$ cat src/rtl/kpd_pkg.sv
package kpd_pkg;

  typedef enum logic [1:0] {
    ST_SENSE = 2'd0,
    ST_PDEB  = 2'd1,
    ST_SCAN  = 2'd2,
    ST_HOLD  = 2'd3
  } scanState_t;

  typedef struct packed {
    logic loadRef;
    logic clearScan;
    logic accumulate;
    logic finishScan;
    logic fireRelease;
    logic wipe;
  } ctlStrobe_t;

endpackage

$ cat src/rtl/kpd_ctrl.sv
module kpd_ctrl
  import kpd_pkg::*;
#(
  parameter int NUM_ROWS  = 5,
  parameter int DEBOUNCE  = 8,
  parameter int RST_DELAY = 16,
  parameter int ROW_W     = 3
) (
  input  logic                clk,
  input  logic                rstN,
  input  logic                chipEn,
  input  logic                colAny,
  input  logic                colSame,
  output logic [NUM_ROWS-1:0] rowOut,
  output logic [ROW_W-1:0]    rowIdx,
  output ctlStrobe_t          strobe
);

  localparam int CNT_W = $clog2(DEBOUNCE + 1);
  localparam int CE_W  = $clog2(RST_DELAY + 1);
  localparam logic [CNT_W-1:0] DEB_LAST  = CNT_W'(DEBOUNCE - 1);
  localparam logic [CE_W-1:0]  CE_LAST   = CE_W'(RST_DELAY - 1);
  localparam logic [ROW_W-1:0] ROW_LAST  = ROW_W'(NUM_ROWS - 1);

  scanState_t       state, stateNext;
  logic [CNT_W-1:0] cnt, cntNext;
  logic [ROW_W-1:0] rowNext;
  logic [CE_W-1:0]  ceCnt;
  logic             standbyHit;

  assign standbyHit = !chipEn && (ceCnt == CE_LAST);

  always_ff @(posedge clk or negedge rstN) begin
    if (!rstN) begin
      ceCnt <= '0;
    end else if (chipEn) begin
      ceCnt <= '0;
    end else if (ceCnt != CE_LAST) begin
      ceCnt <= ceCnt + 1'b1;
    end
  end

  always_comb begin
    stateNext = state;
    cntNext   = cnt;
    rowNext   = rowIdx;
    strobe    = '0;
    if (!chipEn) begin
      if (standbyHit) begin
        strobe.wipe = 1'b1;
        stateNext   = ST_SENSE;
        cntNext     = '0;
        rowNext     = '0;
      end
    end else begin
      unique case (state)
        ST_SENSE: begin
          if (colAny) begin
            strobe.loadRef = 1'b1;
            stateNext      = ST_PDEB;
            cntNext        = CNT_W'(1);
          end
        end
        ST_PDEB: begin
          if (!colSame) begin
            stateNext = ST_SENSE;
            cntNext   = '0;
          end else if (cnt == DEB_LAST) begin
            strobe.clearScan = 1'b1;
            stateNext        = ST_SCAN;
            rowNext          = '0;
            cntNext          = '0;
          end else begin
            cntNext = cnt + 1'b1;
          end
        end
        ST_SCAN: begin
          strobe.accumulate = 1'b1;
          if (rowIdx == ROW_LAST) begin
            strobe.finishScan = 1'b1;
            stateNext         = ST_HOLD;
            cntNext           = '0;
          end else begin
            rowNext = rowIdx + 1'b1;
          end
        end
        ST_HOLD: begin
          if (colAny) begin
            cntNext = '0;
          end else if (cnt == DEB_LAST) begin
            strobe.fireRelease = 1'b1;
            stateNext          = ST_SENSE;
            cntNext            = '0;
          end else begin
            cntNext = cnt + 1'b1;
          end
        end
        default: stateNext = ST_SENSE;
      endcase
    end
  end

  always_ff @(posedge clk or negedge rstN) begin
    if (!rstN) begin
      state  <= ST_SENSE;
      cnt    <= '0;
      rowIdx <= '0;
    end else begin
      state  <= stateNext;
      cnt    <= cntNext;
      rowIdx <= rowNext;
    end
  end

  for (genvar r = 0; r < NUM_ROWS; r++) begin : g_rowDrive
    assign rowOut[r] = chipEn && ((state != ST_SCAN) || (rowIdx == ROW_W'(r)));
  end

endmodule

$ cat src/rtl/kpd_datapath.sv
module kpd_datapath
  import kpd_pkg::*;
#(
  parameter int NUM_COLS = 4,
  parameter int CODE_W   = 5,
  parameter int ROW_W    = 3
) (
  input  logic                clk,
  input  logic                rstN,
  input  logic [NUM_COLS-1:0] colIn,
  input  logic [ROW_W-1:0]    rowIdx,
  input  ctlStrobe_t          strobe,
  output logic                colAny,
  output logic                colSame,
  output logic                keyPress,
  output logic                keyRelease,
  output logic [CODE_W-1:0]   keyCode
);

  localparam int COL_W = (NUM_COLS > 1) ? $clog2(NUM_COLS) : 1;

  logic [NUM_COLS-1:0] colRef;
  logic [1:0]          hits, hitsNext, rowHits;
  logic [COL_W-1:0]    colPos;
  logic [CODE_W-1:0]   rowCode, codeHold, codeFinal;
  logic                validReg;
  logic                single;

  assign colAny  = |colIn;
  assign colSame = colAny && (colIn == colRef);

  always_comb begin
    rowHits = 2'd0;
    colPos  = '0;
    for (int c = 0; c < NUM_COLS; c++) begin
      if (colIn[c]) begin
        colPos = COL_W'(c);
        if (rowHits != 2'd2) rowHits = rowHits + 2'd1;
      end
    end
  end

  assign rowCode   = CODE_W'(int'(rowIdx) * NUM_COLS + int'(colPos));
  assign hitsNext  = (int'(hits) + int'(rowHits) >= 2) ? 2'd2 : (hits + rowHits);
  assign single    = (hitsNext == 2'd1);
  assign codeFinal = (rowHits == 2'd1) ? rowCode : codeHold;

  always_ff @(posedge clk or negedge rstN) begin
    if (!rstN) begin
      colRef     <= '0;
      hits       <= '0;
      codeHold   <= '0;
      validReg   <= 1'b0;
      keyPress   <= 1'b0;
      keyRelease <= 1'b0;
      keyCode    <= '0;
    end else begin
      keyPress   <= 1'b0;
      keyRelease <= 1'b0;
      if (strobe.wipe) begin
        colRef   <= '0;
        hits     <= '0;
        codeHold <= '0;
        validReg <= 1'b0;
        keyCode  <= '0;
      end
      if (strobe.loadRef) colRef <= colIn;
      if (strobe.clearScan) begin
        hits     <= '0;
        codeHold <= '0;
      end
      if (strobe.accumulate) begin
        hits <= hitsNext;
        if (rowHits == 2'd1) codeHold <= rowCode;
      end
      if (strobe.finishScan) begin
        keyPress <= single;
        validReg <= single;
        if (single) keyCode <= codeFinal;
      end
      if (strobe.fireRelease) begin
        keyRelease <= validReg;
        validReg   <= 1'b0;
      end
    end
  end

endmodule

$ cat src/rtl/keypad_scanner.sv
module keypad_scanner
  import kpd_pkg::*;
#(
  parameter int NUM_ROWS  = 5,
  parameter int NUM_COLS  = 4,
  parameter int DEBOUNCE  = 8,
  parameter int RST_DELAY = 16,
  localparam int CODE_W   = $clog2(NUM_ROWS * NUM_COLS)
) (
  input  logic                clk,
  input  logic                rstN,
  input  logic                chipEn,
  input  logic [NUM_COLS-1:0] colIn,
  output logic [NUM_ROWS-1:0] rowOut,
  output logic                keyPress,
  output logic                keyRelease,
  output logic [CODE_W-1:0]   keyCode
);

  localparam int ROW_W = (NUM_ROWS > 1) ? $clog2(NUM_ROWS) : 1;

  ctlStrobe_t       strobe;
  logic [ROW_W-1:0] rowIdx;
  logic             colAny, colSame;

  kpd_ctrl #(
    .NUM_ROWS (NUM_ROWS),
    .DEBOUNCE (DEBOUNCE),
    .RST_DELAY(RST_DELAY),
    .ROW_W    (ROW_W)
  ) u_ctrl (
    .clk    (clk),
    .rstN   (rstN),
    .chipEn (chipEn),
    .colAny (colAny),
    .colSame(colSame),
    .rowOut (rowOut),
    .rowIdx (rowIdx),
    .strobe (strobe)
  );

  kpd_datapath #(
    .NUM_COLS(NUM_COLS),
    .CODE_W  (CODE_W),
    .ROW_W   (ROW_W)
  ) u_dp (
    .clk       (clk),
    .rstN      (rstN),
    .colIn     (colIn),
    .rowIdx    (rowIdx),
    .strobe    (strobe),
    .colAny    (colAny),
    .colSame   (colSame),
    .keyPress  (keyPress),
    .keyRelease(keyRelease),
    .keyCode   (keyCode)
  );

endmodule

$ cat config.mk
export PLATFORM = sky130hd
export DESIGN_NAME = keypad_scanner
export DESIGN_NICKNAME = d
export VERILOG_FILES = /design/src/rtl/kpd_pkg.sv /design/src/rtl/kpd_ctrl.sv /design/src/rtl/kpd_datapath.sv /design/src/rtl/keypad_scanner.sv
export SDC_FILE = /design/constraint.sdc
export NUM_CORES = 1
export LEC_CHECK = 0
export BUFFER_PORTS_ARGS = -buffer_cell sky130_fd_sc_hd__buf_2
export CAP_MARGIN = 15
export CORE_MARGIN = 5
export CORE_UTILIZATION = 32
export CTS_CLUSTER_DIAMETER = 40
export DETAILED_ROUTE_END_ITERATION = 6
export PLACE_DENSITY = 0.5
export SLEW_MARGIN = 20
export SYNTH_ARGS = -nofsm -noshare
export SYNTH_HDL_FRONTEND = slang
export SYNTH_SLANG_ARGS = --single-unit
$ cat constraint.sdc
create_clock -name clk -period 2.6 [get_ports clk]
set_input_delay 0.78 -clock clk [delete_from_list [all_inputs] [get_ports clk]]
set_output_delay 0.78 -clock clk [all_outputs]
set_load 0.005 [all_outputs]
# After elaboration in Yosys (flattened, before gate mapping)
# Index checks and enable logic that the tools add are counted.
# word_totals
input_bits,7
elab_cells,137
output_inout_bits,12
ff_bits,33
# op_classes
n_reduce_logical,24
mux,66
order_cmp,1
eq_ne,26
addsub,9
# ops
cell,count
$mux W5,11
$mux W2,21
$mux W4,9
$ge A32 B3 Y1 const B,1
$mux W1,17
$pmux W4 S4,1
$mux W3,5
$ne A3 B2 Y1 const B,5
$pmux W2 S4,1
$logic_and A1 B1 Y1,7
$eq A2 B1 Y1 const B,3
$eq A3 B2 Y1 const B,2
$ne A2 B2 Y1 const B,3
$ne A3 B3 Y1 const B,2
$pmux W3 S2,1
$reduce_and A6 Y1,1
$reduce_bool A2 Y1,3
$reduce_bool A3 Y1,2
$add A5 B1 Y5 const B,1
$add A5 B2 Y5,1
$eq A5 B4 Y1 const B,1
$logic_or A1 B1 Y1,5
$ne A5 B4 Y1 const B,1
$reduce_and A5 Y1,1
other kinds (19),21

# Logic depth before layout (Yosys ltp)
# logic_depth
depth_word,16
ltp_mapped,15
mapped_depth_nobuf,15

# Cells and area by module
# Synthesis repeated with hierarchy kept, for this count alone.
# hier_totals
hier_cells,219
hier_area_um2,2089.5
# modules_own_cells
mod,cells_each,seq_area_each_um2,area_per_inst_um2,n_inst
kpd_datapath,109,475.5,1134.8,1
kpd_ctrl,110,350.3,954.7,1

# Worst setup path before layout
# No wires, ideal clock.
# synth_path
path_type,input -> register
from,input port colIn[0]
to,register u_dp.keyCode[0]
n_path_buf,1
cell_stages,14
required_time_ns,2.479
arrival_ns,3.145
setup_slack_ns,-0.667
setup_ns,0.121
path_cell_list,inv_1 > ha_1 > mux2i_2 > ha_1 > inv_1 > mux2i_4 > ha_1 > inv_1 > fa_1 > nand3_1 > or3_4 > buf_6 > nand3_1 > o21ai_1
# synth_between
elab_chain_cells,16
elab_cells_between_ends,22
classes_between,add/sub: 5; order compare: 1; eq/ne: 5; mux: 11
# synth_rtl
item,line_no,source
from (decl),keypad_scanner.sv:13,"input logic [NUM_COLS-1:0] colIn,"
$mux W1 (*),kpd_datapath.sv:36,if (colIn[c]) begin
$add A1 B1 Y2 / $ne A1 B2 Y1 (equally long branches),kpd_datapath.sv:38,if (rowHits != 2'd2) rowHits = rowHits + 2'd1;
$mux W2,kpd_datapath.sv:38,
$mux W2 (*),kpd_datapath.sv:36,
$add A2 B1 Y2 / $ne A2 B2 Y1 (equally long branches),kpd_datapath.sv:38,
$mux W2,kpd_datapath.sv:38,
$mux W2 (*),kpd_datapath.sv:36,
$add A2 B1 Y2 / $ne A2 B2 Y1 (equally long branches),kpd_datapath.sv:38,
$mux W2,kpd_datapath.sv:38,
$mux W2 (*),kpd_datapath.sv:36,
$add A2 B2 Y3,kpd_datapath.sv:44,assign hitsNext = (int'(hits) + int'(rowHits) >= 2) ? 2'd2 : (hits + rowHits);
$ge A32 B3 Y1,kpd_datapath.sv:44,
$mux W2,kpd_datapath.sv:44,
$eq A2 B1 Y1,kpd_datapath.sv:45,assign single = (hitsNext == 2'd1);
$mux W5 (*),kpd_datapath.sv:79,if (single) keyCode <= codeFinal;
$mux W5 (*),kpd_datapath.sv:76,if (strobe.finishScan) begin
to (signal assigned),kpd_datapath.sv:79,
to (decl),kpd_datapath.sv:17,output logic [CODE_W-1:0] keyCode
# Mark *: on every way between the ends. The rest lies on a longest branch, timed or not.
# A chain may end at the register's enable or synchronous reset.

# Worst setup path in the final report
# layout_path
from,input port colIn[1]
to,register u_dp.keyCode[0]
# layout_between
elab_chain_cells,13
elab_cells_between_ends,22
classes_between,add/sub: 5; order compare: 1; eq/ne: 4; mux: 12
# layout_rtl
item,line_no
$mux W2,kpd_datapath.sv:36
$add A2 B1 Y2 / $ne A2 B2 Y1 (equally long branches),kpd_datapath.sv:38
$mux W2,kpd_datapath.sv:38
$mux W2,kpd_datapath.sv:36
$add A2 B1 Y2 / $ne A2 B2 Y1 (equally long branches),kpd_datapath.sv:38
$mux W2,kpd_datapath.sv:38
$mux W2,kpd_datapath.sv:36
$add A2 B2 Y3,kpd_datapath.sv:44
$ge A32 B3 Y1,kpd_datapath.sv:44
$mux W2,kpd_datapath.sv:44
$eq A2 B1 Y1,kpd_datapath.sv:45
$mux W5 (*),kpd_datapath.sv:79
$mux W5 (*),kpd_datapath.sv:76
# Marked as above.

==> impl_results.md <==
* DR DRC count at 0
* PortBufs at 18
* Initial antenna violation count at 0
* CTS tree: done
* Post-Syn Instances at 201
* Worst-skew pair later-pin latency at 0.29 ns
* Via density at 4.85
* Final setup vio count at 7
* PwrDens at 503 nW/um2
* Fin crit share at 113%
* Io pins at 19
* M1 GR Usage at 17.0%
* Total Power at 1.29 mW
* Crit path required time at 2.77 ns
* WL/cell at 14.1 um
* Status: finished, violations left
* Clock buffer depth at 2
* Antenna diode count at 0
* First-pass GRT wire length at 7810 um
* Clock sink total at 33
* Period minus WS final at 2.95 ns
* Mux cell area share after synthesis at 5.33%
* Full die area at 8000 um2
* Core ar. at 6240 um2
* Total stage count of the critical path at 13
* CTS Buf Count at 5
* Core Rows at 29
* Chip height at 89.4 um
* Synthesized net count at 222
* Met3 global-route usage at 2.67%
* Clock root buffer master: clkbuf_8
* Vias in the first global route at 1,617
* Worst hold path class: flop to flop
* Fill cell count at 635
* Yosys cell types at 56
* DR vias at 1,524
* Relative slew slack at 49.0%
* Hpwl dp at 3100 um
* Failing checks: negative setup slack
* H-tree Lvls at 2
* Main flop type after synthesis: dfrtp_1
* RSZ-0062 raised after global routing: true
* 1st-pass router iterations at 4
* Crit-path max cell delay at 0.57 ns
* Most common cell after layout, fill and taps aside: dfrtp_1
* Final #Nets at 257
* Adder-Cell Fraction of Synth Area at 9.05%
* Complex-gate fraction of the synthesized area at 15.9%
* FFs w/ async S/R, synth at 100%
* Grt ovf at 0
* Family with the most delay on the worst path: simple AND/OR/NAND/NOR gates
* Largest net degree at the start of global routing at 34
* WP data arrival at 3.12 ns
* Main combinational cell family by area after synthesis: simple AND/OR/NAND/NOR gates
* Final Hold Viols at 0
* Crit path cell chain: buf_12 > inv_12 > ha_4 > and2_4 > or2_4 > ha_4 > nand2_1 > o31a_1 > fa_1 > nand3_2 > or3_4 > nand3_2 > o21ai_1
* Worst slew pin tran at 0.766 ns
* Sequential cell area fraction in the yosys report at 40.9%
* Setup TNS Final at -2.25 ns
* Most frequent cells in the layout: 33 x dfrtp_1, 20 x nand2_1, 17 x buf_4
* Synth Area in XOR/XNOR at 2.60%
* Grt met2 use at 20.3%
* Worst setup SP type: primary input
* Initial Util at 32.3%
* Fin Hold WS at 0.489 ns
* Leakage at 1.15 nW
* Die X at 89.4 um
* Layout cell share with drive strength beyond 1 at 34.6%
* Reg2Reg Depth at 7
* P&R area growth vs syn at 26.9%
* DRT iter0 DRCs at 47
* RePlAce Congestion at 0.778
* Hold Crit Depth at 2
* Register clock-pin slew on the reported worst setup and hold paths at 0.07 ns
* Ys Warns at 0
* Antenna-violating nets left at 0
* Detailed Route WL at 4420 um
* Worst path slowest cell: fa_1
* Max-Cap Viols at 0
* Max Fclk at 339 MHz
* Most used routing layer: met2
* Avg Cell Area, Syn at 10.0 um2
* Post-Synth Simple-Gate Area at 21.4%
* #FFs+latches synth at 33
* Crit path capture type: flop
* Worst Clk Skew at 0.00554 ns
* Max VDD drop at 0.000298 V
* Cell area after synthesis at 2020 um2
* GRT Overall Usage at 12.8%
* Buf/Inv on CP at 2
* Post-synth EDFFs at 0
* Crit-path max FO at 6
* Critical path class: primary input to flop
* DP Worst Slack at -0.732 ns
* Slew Viols, Final at 0
* Final worst slack at -0.349 ns
cell families (layout without fill, tap and decap cells):
family | after synthesis | after routing
flip-flops | 33 | 33
AND/OR/NAND/NOR | 76 | 77
multiplexers | 9 | 9
buffers and inverters | 21 | 56
AO/OA/AOI/OAI | 42 | 42
XOR/XNOR | 6 | 6
adder cells (fa/ha/maj) | 14 | 14
metrics by stage:
step                      area, um2  instances  util [%]
after floorplan                2100        201         -
after global placement         2340        302      37.6
after detailed placement       2340        302      37.6
after CTS                      2540        313      40.6
after global routing           2560        314      41.0
final                          2560        314      41.0
cell type report:
class                      instances  area [um2]  area share (%)
timing repair buffer              36         254            9.92
clock inverter                     1        30.0            1.17
multi-input combinational        148        1200            47.0
inverter                          12        65.1            2.54
tap                               77        96.3            3.76
clock buffer                       7        86.3            3.37
sequential                        33         826            32.2
final timing paths:
kind / startpoint / end / slack (ns)
hold / removal: u_dp.codeHold[4]$_DFF_PN0_ / u_dp.keyCode[4]$_DFF_PN0_ / 0.49
hold reg to reg: u_dp.codeHold[4]$_DFF_PN0_ / u_dp.keyCode[4]$_DFF_PN0_ / 0.49
setup reg to reg: u_ctrl.ceCnt[0]$_DFFE_PN0P_ / u_ctrl.state[0]$_DFFE_PN0P_ / 0.63
setup / recovery: colIn[1] / u_dp.keyCode[0]$_DFF_PN0_ / -0.35
min in group asynchronous: rstN / u_dp.keyPress$_DFF_PN0_ / 0.56
max in group asynchronous: rstN / u_dp.colRef[0]$_DFFE_PN0P_ / 1.55
cells in the mapped netlist (2+ instances only):
master     number  share of area, %
o2bb2ai_1       3               1.3
buf_2           2              0.50
a32o_1          2              0.99
dfrtp_1        33                41
nand2_2         2              0.62
xor2_1          5               2.2
o22ai_1         4               1.2
nor2_1         10               1.9
clkbuf_1        3              0.56
nor2b_1         3              0.93
o31ai_1         2              0.74
mux2i_1         6               3.0
nand3_1        13               3.2
a21oi_1         3              0.74
o21bai_1        2              0.74
a21boi_0        5               1.9
ha_1           13               8.1
buf_4           2              0.74
and2_1          4               1.2
and3b_1         2              0.87
nand2_1        20               3.7
inv_1          11               2.0
a21boi_4        2               1.9
or2_2           2              0.62
o21ai_1        11               2.7
nor3_1          2              0.50
nand3b_1        3               1.1
and3_1          3              0.93
state kept, by name, indices dropped and copies added, names as in the netlist:
signal           count
u_dp.validReg        1
u_ctrl.ceCnt         5
u_dp.hits            2
u_dp.colRef          4
u_ctrl.state         2
u_dp.codeHold        5
u_dp.keyCode         5
u_dp.keyRelease      1
u_dp.keyPress        1
u_ctrl.rowIdx        3
u_ctrl.cnt           4
where the power goes:
part	internal (mW)	leakage [nW]	switching [mW]	total (mW)
Sequential	0.538	0.443	0.0256	0.564
Combinational	0.106	0.646	0.106	0.212
Clock	0.313	0.0585	0.201	0.513
worst min-delay path, stage by stage (launching register included):
cell,delay [ns]
dfrtp_1,0.36
o21ai_2,0.06
nand2_1,0.04
layer usage:
layer  share of wire, %  up-vias
li1                   -      773
met5                  0        -
met1                 49      733
met3                2.6        4
met2                 47       14
met4                1.3        0
repair_timing:
item,CTS,global route
gates cloned,1,0
setup buffers,2,1
resized for setup,14,5
pin swaps,8,4
hold buffers,0,0
endpoints found under the setup margin,7,8
Power figures use the tool's default switching activity.
